## config.mk

```make
export PLATFORM = sky130hd
export DESIGN_NAME = bcd_seq_gen
export DESIGN_NICKNAME = d
export VERILOG_FILES = /design/src/rtl/bcd_seq_gen.sv
export SDC_FILE = /design/constraint.sdc
export NUM_CORES = 1
export LEC_CHECK = 0
export BUFFER_PORTS_ARGS = -buffer_cell sky130_fd_sc_hd__buf_4
export CAP_MARGIN = 5
export CORE_AREA = 4 4 41 43
export DETAILED_ROUTE_END_ITERATION = 8
export DIE_AREA = 0 0 45 47
export REMOVE_ABC_BUFFERS = 1
export SYNTH_ARGS = -nofsm -noshare
export SYNTH_HDL_FRONTEND = slang
export SYNTH_SLANG_ARGS = --single-unit
export TNS_END_PERCENT = 30
```

## constraint.sdc

```tcl
create_clock -name clk -period 2.6 [get_ports clk]
set_input_delay 0.13 -clock clk [delete_from_list [all_inputs] [get_ports clk]]
set_output_delay 0.13 -clock clk [all_outputs]
set_load 0.02 [all_outputs]
```

## src/rtl/bcd_seq_gen.sv

```systemverilog
module bcd_seq_gen #(
  parameter int STATE_W = 3,
  parameter int DIGIT_W = 4
) (
  input  logic               clk,
  input  logic               rst,
  input  logic               en,
  output logic [DIGIT_W-1:0] digit
);

  localparam logic [STATE_W-1:0] FIRST = '0;
  localparam logic [STATE_W-1:0] LAST  = STATE_W'(6);

  logic [STATE_W-1:0] state;
  logic [STATE_W-1:0] state_nxt;

  always_comb begin
    state_nxt = state;
    if (state > LAST)
      state_nxt = FIRST;
    else if (en)
      state_nxt = (state == LAST) ? FIRST : state + STATE_W'(1);
  end

  always_ff @(posedge clk) begin
    if (rst) state <= FIRST;
    else     state <= state_nxt;
  end

  always_comb begin
    case (state)
      STATE_W'(0): digit = DIGIT_W'(4);
      STATE_W'(1): digit = DIGIT_W'(1);
      STATE_W'(2): digit = DIGIT_W'(5);
      STATE_W'(3): digit = DIGIT_W'(7);
      STATE_W'(4): digit = DIGIT_W'(2);
      STATE_W'(5): digit = DIGIT_W'(4);
      STATE_W'(6): digit = DIGIT_W'(1);
      default:     digit = DIGIT_W'(4);
    endcase
  end

endmodule

```

[Word-level counts from Yosys, hierarchy flattened]
Cells that the tools add are included.
Word-level totals
  register bits: 3
  bits in latches: 0
  bits in writable memories: 0
  memory bits (read-only): 0
  bits of input ports: 3
  output and inout port bits: 4
  logic and storage cells: 12
  memories kept: 0
Cells by class
  $add $sub $neg: 1
  multiply operators: 0
  divide/modulo/power cells: 0
  magnitude comparators: 1
  equal/unequal tests: 5
  shift operators: 0
  muxes and demuxes: 2
  bitwise logic cells: 0
  reductions and logical operators: 2
Operators by type and width (count)
  case mux 3 bit (4 select lines): 1
  equality test 3 x 2 -> 1 bit (second input constant): 2
  equality test 3 bit (second input constant): 2
  OR reduction 2 bit: 2
  adder 3 x 1 -> 3 bit (second input constant): 1
  equality test 3 x 1 -> 1 bit (second input constant): 1
  > comparator 3 bit (second input constant): 1
  2-to-1 mux 3 bit: 1

[Logic depth before layout (Yosys ltp)]
Gate-level depths: netlist (run 1).
  word-level depth: 3
  mapped depth: 3
  depth with buffers taken out: 2

[Least setup slack after synthesis (run 1)]
No wires, ideal clock.
  path type: register to output
  start point: register state[0]
  end point: output digit[2]
  arrival: 921 ps
  required time: 2470 ps
  setup slack: 1549 ps
  cell stages (with the launch flop): 4
  path buffers: 1
  cells stage by stage: dfxtp_1 -> buf_4 -> nand2b_1 -> a21boi_1
On the way
  longest elaborated chain between the ends: 3
  elaborated cells on any way between the ends: 7
  classes of those cells: 5 x eq/ne; 1 x mux; 1 x reduce/logical
Ends and longest elaborated chain
  start, declared: RTL line 14  | logic [STATE_W-1:0] state;
  start signal, assigned: RTL line 27  | else state <= state_nxt;
  equality test 3 bit or equality test 3 x 1 -> 1 bit (tied branches): RTL line 31  | case (state)
  OR reduction 2 bit (no line)
  case mux 3 bit (4 select lines) (*): RTL line 31
  end, declared: RTL line 8  | output logic [DIGIT_W-1:0] digit
Every way passes the cells marked *; elsewhere a longest branch is shown, timed or not.

[Worst setup path in the final report (run 1)]
Same ends and word-level chain as after synthesis.

==> results.cfg, run 1 <==
[timing]
rsz0062_at_grt = no
fmax_ghz = 0.7546
final_max_slew_viol_count = 0
timing.final.crit_share_pct = 50.97
skew_ps = 0.7569
tns_ps = 0
period_needed_ps = 1325
setup_slack_ps = 1275
holdWs_ps = 90.98
hold_viol = 0
finalSetupViolCount = 0

[routing]
num_vias = 182
wl_per_cell_um = 9.467
drt_iter0_drc = 0
vias_per_cell = 4.044
firstDrtPassIters = 1
drt.antenna.violating_nets = 0
drt-total-wl_um = 426
drc = 0

[cells_and_area]
largest_reg_flops = 3
largestRegisters = state: 3 flops
antenna_cells = 0
nNetsFinal = 34
top_register = state
postLayoutCoreUtil_pct = 20.96
syn_to_final_growth_pct = 29.76
final_cells = 45
layout-drive-gt1-share_pct = 33.33

[logic_synthesis]
avgSynthCellArea_um2 = 8.758
syn_area_um2 = 210.2
synth_cell_types = 20
syn_inst = 24
yosysWarnings = 0
ys_ff_latch = 3
seq_area_frac_synth_pct = 28.57

[place]
dpl_worst_slack_ps = 1516
dpl.cell_count = 41
gp_congestion = 0.6620
detailed_place_hpwl_um = 276.5
portBuffers = 5

[power]
p_leak_uw = 0.0001040
p_int_uw = 123.7
pwr-share-comb_pct = 19.5
seqPwrFrac_pct = 32.7
p_switching_uw = 50.20
sw_frac_of_total_pct = 28.87
ir_drop_mv = 0.3473
clkPwrFrac_pct = 47.8
power.density_nw_per_um2 = 637.5

[clock_network]
clk_latency_ps = 230
cts_setup_buffers = 0
cts_resized = 0
cts-root-buf = clkbuf_4
cts_sinks = 3
cts_tree = done
hold_buffers = 0
clkSlewWorstSetupHoldPaths_ps = 40
clockBufferDepth = 2
cts_max_level = 1
cts_made_buffers = 3

[global_route]
grt_max_degree = 10
grt_use_met3_pct = 4.981
grt_pass1_vias = 180
overflow = 0
grt_antenna_before_repair = 0
use_met2_pct = 8.192
top_usage_layer = met2
grt_pass1_wl_um = 738
use_met1_pct = 5.000
track_usage_pct = 5.055

[critical_path]
crit_buf_inv = 1
r2r_cells = 2
crit_chain = nand2b_1 > a21boi_1 > buf_4
critPathMaxStageDelay_ps = 490
crit_type = reg -> out
crit_path_start_kind = flop
end_kind = primary output
cp_data_arrival_time_ps = 1200
cp.required_ps = 2470
cp_slowest_cell = dfxtp_1
cp.depth = 3
worst-path-max-fanout = 9
path_delay_family = flip-flops

[run_status]
status = finished clean

[die]
start_util_pct = 16.15
io_pins = 7
die-area_um2 = 2115
fp.dieW_um = 45
core_um2 = 1301
die_h_um = 47
rows = 13

[hold_path]
holdPathStages = 2
min_path_type = in -> reg

[flow_run]
cap_violations = 0
[power groups by stage]
| stage | Clock [uW] | Combinational (uW) | Sequential [uW] |
|---|---|---|---|
| after floorplan | 0 | 21.4 | 55.7 |
| after global placement | 0 | 34.0 | 56.9 |
| after detailed placement | 0 | 34.4 | 57.4 |
| after CTS | 86.3 | 34.7 | 56.8 |
| after global routing | 92.9 | 36.9 | 57.9 |
| final | 83.1 | 33.9 | 56.8 |
[routing by layer]
metal  wire length (um)  up-vias
met5                  0        -
met4                  0        0
met3                 42        0
met2                187        7
met1                197       80
li1                   -       95
[stage by stage]
| step | cell area [um^2] | power [uW] |
|---|---|---|
| floorplan | 190.2 | 77.05 |
| global placement | 246.5 | 90.96 |
| detailed placement | 246.5 | 91.86 |
| CTS | 272.8 | 177.7 |
| global route | 272.8 | 187.7 |
| finish | 272.8 | 173.9 |
[final timing paths]
kind | startpoint | to | slack [ps]
worst max-delay path | state[0] | digit[2] | 1270
worst min-delay path | rst | state[1] | 90
worst max register to register | state[0] | state[2] | 1700
worst min register to register | state[1] | state[2] | 620
[synthesized netlist by cell type, drive strengths merged]
library cell | n | area, um^2
o21ai | 2 | 10.00
buf | 3 | 20.01
mux2i | 1 | 10.01
dfxtp | 3 | 60.06
o2bb2ai | 1 | 8.760
o21a | 1 | 7.510
xnor2 | 1 | 8.760
inv | 1 | 3.750
nand4b | 1 | 8.760
nor2b | 1 | 6.260
a21boi | 1 | 7.510
a21o | 1 | 7.510
a21oi | 1 | 5.000
nor2 | 1 | 3.750
nand3b | 1 | 7.510
conb | 1 | 3.750
a211oi | 2 | 25.02
nand2b | 1 | 6.260
[layout by cell type, fill, tap and decap left out]
master     synthesis  layout
clkbuf_1           0       1
dfxtp_1            3       3
buf_4              2       5
xnor2_1            1       1
nand2b_1           1       1
a21boi_1           1       1
nor2_1             1       1
a21o_1             1       1
mux2i_1            1       1
nand4b_1           1       1
o21a_1             1       1
o2bb2ai_1          1       1
conb_1             1       1
o21ai_0            1       1
a211oi_2           2       2
nand3b_1           1       1
nor2b_1            1       1
inv_1              1       1
a21oi_1            1       1
o21ai_1            1       1
clkbuf_4           0       3
[area by class of cell]
type / instances / area, um^2
Fill cell: 154 / 1028
Multi-Input combinational cell: 17 / 126.4
Sequential cell: 3 / 60.06
Timing Repair Buffer: 5 / 37.54
Clock buffer: 4 / 26.28
Tap cell: 15 / 18.77
Inverter: 1 / 3.754
[logic make-up after synthesis]
group | after synthesis | share of synthesized area [%]
AO/OA/AOI/OAI | 9 | 33.92
XOR/XNOR | 1 | 4.167
buffers and inverters | 4 | 11.30
flip-flops | 3 | 28.57
multiplexers | 1 | 4.762
other | 1 | 1.784
AND/OR/NAND/NOR | 5 | 15.48
(Power assumes the default switching activity.)
==> run 2: changes to the inputs <==
ABC_AREA = 1   (was not set)
clock period = 1.37 ns   (was 2.6 ns; I/O delays follow)
==> results.cfg, run 2 <==
[timing]
hold_viol = 0
finalSetupViolCount = 0
final_max_slew_viol_count = 0
skew_ps = 0.6003
tns_ps = 0
period_needed_ps = 1189
fmax_ghz = 0.8410
setup_slack_ps = 180.9
rsz0062_at_grt = no
timing.final.crit_share_pct = 86.79

[routing]
num_vias = 216
drc = 0
firstDrtPassIters = 4
drt-total-wl_um = 393
drt_iter0_drc = 2
drt.antenna.violating_nets = 0
wl_per_cell_um = 6.895
vias_per_cell = 3.789

[logic_synthesis]
yosysTopAreaCell = dfxtp_1
yosysMostFrequentCell = nand2_1
syn_area_um2 = 205.2
synth_flop_cell = dfxtp_1
seq_area_frac_synth_pct = 29.27
syn_inst = 35
synth_cell_types = 13
yosysWarnings = 0
avgSynthCellArea_um2 = 5.863
synth_top_cell_area_share_pct = 29.27
synthTopCellsByArea = dfxtp_1, nand2_1, nor2_1, nand3_1, buf_4
async_flop_share_pct = 0
synth_edf_count = 0
synth_common_cells = nand2_1, nor2_1, inv_1
ys_ff_latch = 3

[critical_path]
crit_chain = nand2_1 > nand2_2 > o21a_1 > buf_4
end_kind = primary output
crit_buf_inv = 1
r2r_start = state[0]
cp_slowest_cell = dfxtp_1
reg2reg_slack_ps = 500
crit_path_start_kind = flop
r2r_cells = 3
critPathMaxStageDelay_ps = 440
cp.required_ps = 1300
crit_type = reg -> out
r2r-end = state[2]
worst-path-max-fanout = 8
path_delay_family = flip-flops
crit_start = state[0]
cp.depth = 4
critPathCapture = digit[1]
cp_data_arrival_time_ps = 1120

[power]
p_leak_uw = 0.0001353
power.density_nw_per_um2 = 1113
ir_drop_mv = 0.4160

[die]
die_h_um = 47
core_um2 = 1301
io_pins = 7
fp.dieW_um = 45
start_util_pct = 15.77
die-area_um2 = 2115
rows = 13

[run_status]
status = finished clean

[flow_run]
cap_violations = 0

[place]
gp_congestion = 0.6628
portBuffers = 5
dpl_worst_slack_ps = 423.9
dpl_cell_area_um2 = 246.5
detailed_place_hpwl_um = 311

[global_route]
grt_use_met3_pct = 5.364
track_usage_pct = 4.581
overflow = 0
grt_pass1_vias = 166
use_met1_pct = 4.318
use_met2_pct = 5.367
grt_pass1_wl_um = 621
grt_max_degree = 9
grt_antenna_before_repair = 0
top_usage_layer = met2

[cells_and_area]
largestRegisters = state: 3 flops
final_common_cell = nand2_1
syn_to_final_growth_pct = 32.93
largest_reg_flops = 3
top_register = state
final_area_um2 = 272.8
antenna_cells = 0
final_cell_mix = nand2_1, nor2_1, buf_4
postLayoutCoreUtil_pct = 20.96
layout-drive-gt1-share_pct = 23.81
nNetsFinal = 46

[clock_network]
cts_setup_buffers = 0
cts_made_buffers = 3
cts_sinks = 3
cts_tree = done
clockBufferDepth = 2
hold_buffers = 0
clkSlewWorstSetupHoldPaths_ps = 30
clk_latency_ps = 230
cts_max_level = 1
cts_resized = 0
cts-root-buf = clkbuf_4

[hold_path]
min_path_type = in -> reg
## run 2: cell count changes in the layout (fill, tap and decap cells not counted), moves of 2 or more
cell	previous run	this run
nor2_1	1	5
nand2_1	0	10
nand3_1	0	3
a211oi_2	2	0
inv_1	1	4
## run 2: worst min-delay path by stage
stage	start	to	slack, ps	cells after the start
after floorplan	en	state[0]	230	2
after global placement	rst	state[1]	350	4
after detailed placement	rst	state[1]	350	4
after CTS	rst	state[1]	100	4
after global routing	rst	state[1]	120	4
final	rst	state[1]	110	4
## run 2: kinds of logic after synthesis
| logic type | after synthesis | share of synthesized area (%) |
|---|---|---|
| compound gates | 4 | 10.97 |
| buf+inv | 7 | 16.46 |
| flops | 3 | 29.27 |
| other cells | 1 | 1.828 |
| simple gates | 20 | 41.47 |
## run 2: per-layer routing
layer / wire, um / vias up / part of all wire, %
met5: 0 / - / 0
met4: 0 / 0 / 0
met3: 56 / 0 / 14
met2: 134 / 10 / 34
met1: 202 / 86 / 51
li1: - / 120 / -
## run 2: through the flow
step	cells	power, uW	hold WS, ps
final	57	303.6	107.1
after global routing	57	323.5	122.2
after CTS	57	314.9	101.5
after detailed placement	53	154.8	348.9
after global placement	53	154.6	353.4
after floorplan	33	133.4	228.5
## run 2: power by group
part           internal (uW)  leakage, uW  switching, uW  total (uW)
sequential              92.6    0.0000246           8.02         101
clock                    109    0.0000150           41.6         150
combinational           23.0    0.0000957           29.5        52.5
total                    224     0.000135           79.2         304
## run 2: tightest hold or removal path, cell delays in order
cell     delay, ps
buf_4           80
inv_1           50
nand2_1         60
nor2_1          40
## run 2: final cells by class
cell class                 count  area [um^2]
clock buffer                   4        26.28
fill                         162         1028
inverter                       5        18.77
multi-input combinational     25        111.4
sequential                     3        60.06
tap                           15        18.77
timing repair buffer           5        37.54
==> run 3: changes to the inputs <==
BUFFER_PORTS_ARGS = not set   (was -buffer_cell sky130_fd_sc_hd__buf_4)
DONT_BUFFER_PORTS = 1   (was not set)
==> results.cfg, run 3 (synthesis results as in run 2) <==
[clock_network]
clockBufferDepth = 2
cts_made_buffers = 3
cts_tree = done
cts_max_level = 1
cts_resized = 0
cts_sinks = 3
clkSlewWorstSetupHoldPaths_ps = 40
cts-root-buf = clkbuf_4
clk_latency_ps = 240

[place]
portBuffers = 0
dpl.cell_count = 48
dpl_worst_slack_ps = 413.7
detailed_place_hpwl_um = 335.2
gp_congestion = 0.6901

[timing]
period_needed_ps = 1205
tns_ps = 0
setup_slack_ps = 165.0
holdWs_ps = 19.67
final_max_slew_viol_count = 0
finalSetupViolCount = 0
timing.final.crit_share_pct = 87.95
rsz0062_at_grt = no
fmax_ghz = 0.8299
hold_viol = 0
skew_ps = 2.615

[die]
die-area_um2 = 2115
rows = 13
core_um2 = 1301
io_pins = 7
start_util_pct = 15.77
fp.dieW_um = 45
die_h_um = 47

[global_route]
grt_antenna_before_repair = 0
overflow = 0
grt_pass1_vias = 185
grt_pass1_wl_um = 765
grt_max_degree = 9
track_usage_pct = 6.082

[cells_and_area]
final_cells = 53
final_cell_mix = nand2_1, nor2_1, inv_1
layout-drive-gt1-share_pct = 13.16
syn_to_final_growth_pct = 19.51
antenna_cells = 0
largest_reg_flops = 3
largestRegisters = state: 3 flops
final_common_cell = nand2_1
top_register = state
nNetsFinal = 42

[critical_path]
worst-path-max-fanout = 8
crit_chain = nor2_1 > a21oi_1
end_kind = primary output
crit_type = reg -> out
r2r_start = state[2]
critPathMaxStageDelay_ps = 420
r2r-end = state[1]
crit_start = state[0]
cp.required_ps = 1300
cp_slowest_cell = dfxtp_1
critPathCapture = digit[0]
crit_path_start_kind = flop
r2r_cells = 3
cp_data_arrival_time_ps = 1140
reg2reg_slack_ps = 500

[flow_run]
cap_violations = 0

[run_status]
status = finished clean

[power]
p_switching_uw = 84.28
pwr-share-comb_pct = 13.3
ir_drop_mv = 0.1695
p_leak_uw = 0.0001150
power.density_nw_per_um2 = 1220
p_int_uw = 214.9
sw_frac_of_total_pct = 28.17
clkPwrFrac_pct = 53.3
seqPwrFrac_pct = 33.4

[hold_path]
min_path_type = in -> reg

[routing]
drc = 0
drt.antenna.violating_nets = 0
drt-total-wl_um = 450
wl_per_cell_um = 8.491
firstDrtPassIters = 4
num_vias = 194
drt_iter0_drc = 4
vias_per_cell = 3.660
-- run 3: cell types whose count changed in the layout (fill, tap and decap cells not counted), sizes merged --
| cell | delta |
|---|---|
| buf | -5 |
| dlygate4sd3 | +1 |
-- run 3: area by class of cell --
type / count / area (um^2)
clock buffer: 4 / 26.28
fill: 156 / 1056
inverter: 5 / 18.77
multi-input combinational: 25 / 111.4
sequential: 3 / 60.06
tap: 15 / 18.77
timing repair buffer: 1 / 10.01
-- run 3: power groups by stage --
| stage | clock network (uW) | logic, uW | registers, uW |
|---|---|---|---|
| after floorplan | 0 | 33.4 | 100 |
| after global placement | 0 | 36.9 | 101 |
| after detailed placement | 0 | 37.6 | 102 |
| after CTS | 169 | 40.1 | 100 |
| after global routing | 174 | 45.4 | 102 |
| final | 159 | 39.7 | 100 |
-- run 3: repair_timing --
action | CTS | global route
hold buffers | 1 | 0
setup buffers | 0 | 0
endpoints found under the setup margin | 0 | 0
endpoints found under the hold margin | 1 | 0
-- run 3: metal layers --
layer  vias up  routed length [um]  global-route usage, %
met5         -                   0                      0
met4         0                  15                  7.018
met3         2                  43                  4.981
met2         8                 165                  5.932
met1        74                 225                  7.045
li1        110                   -                      -
-- run 3: how the worst min path moves through the flow --
stage                to  slack (ps)  depth (start not counted)  start
5_1_grt        state[1]          30                          3    rst
6_report       state[1]          20                          3    rst
2_1_floorplan  state[0]         230                          2     en
3_5_place_dp   state[0]         250                          2     en
3_3_place_gp   state[0]         240                          2     en
4_1_cts        state[1]          20                          3    rst
-- run 3: stage by stage --
stage / total power, uW / instance area [um^2] / util [%]
2_1_floorplan: 133.4 / 190.2 / -
3_3_place_gp: 138.2 / 209.0 / 16.06
3_5_place_dp: 139.2 / 209.0 / 16.06
4_1_cts: 308.7 / 245.2 / 18.85
5_1_grt: 320.9 / 245.2 / 18.85
6_report: 299.1 / 245.2 / 18.85
-- run 3: critical path, delay by kind of cell, from the launching register on --
kind | cells | cell delay, ps
AOI/OAI and AO/OA | 1 | 380
DFF | 1 | 420
and+or+nand+nor | 1 | 90
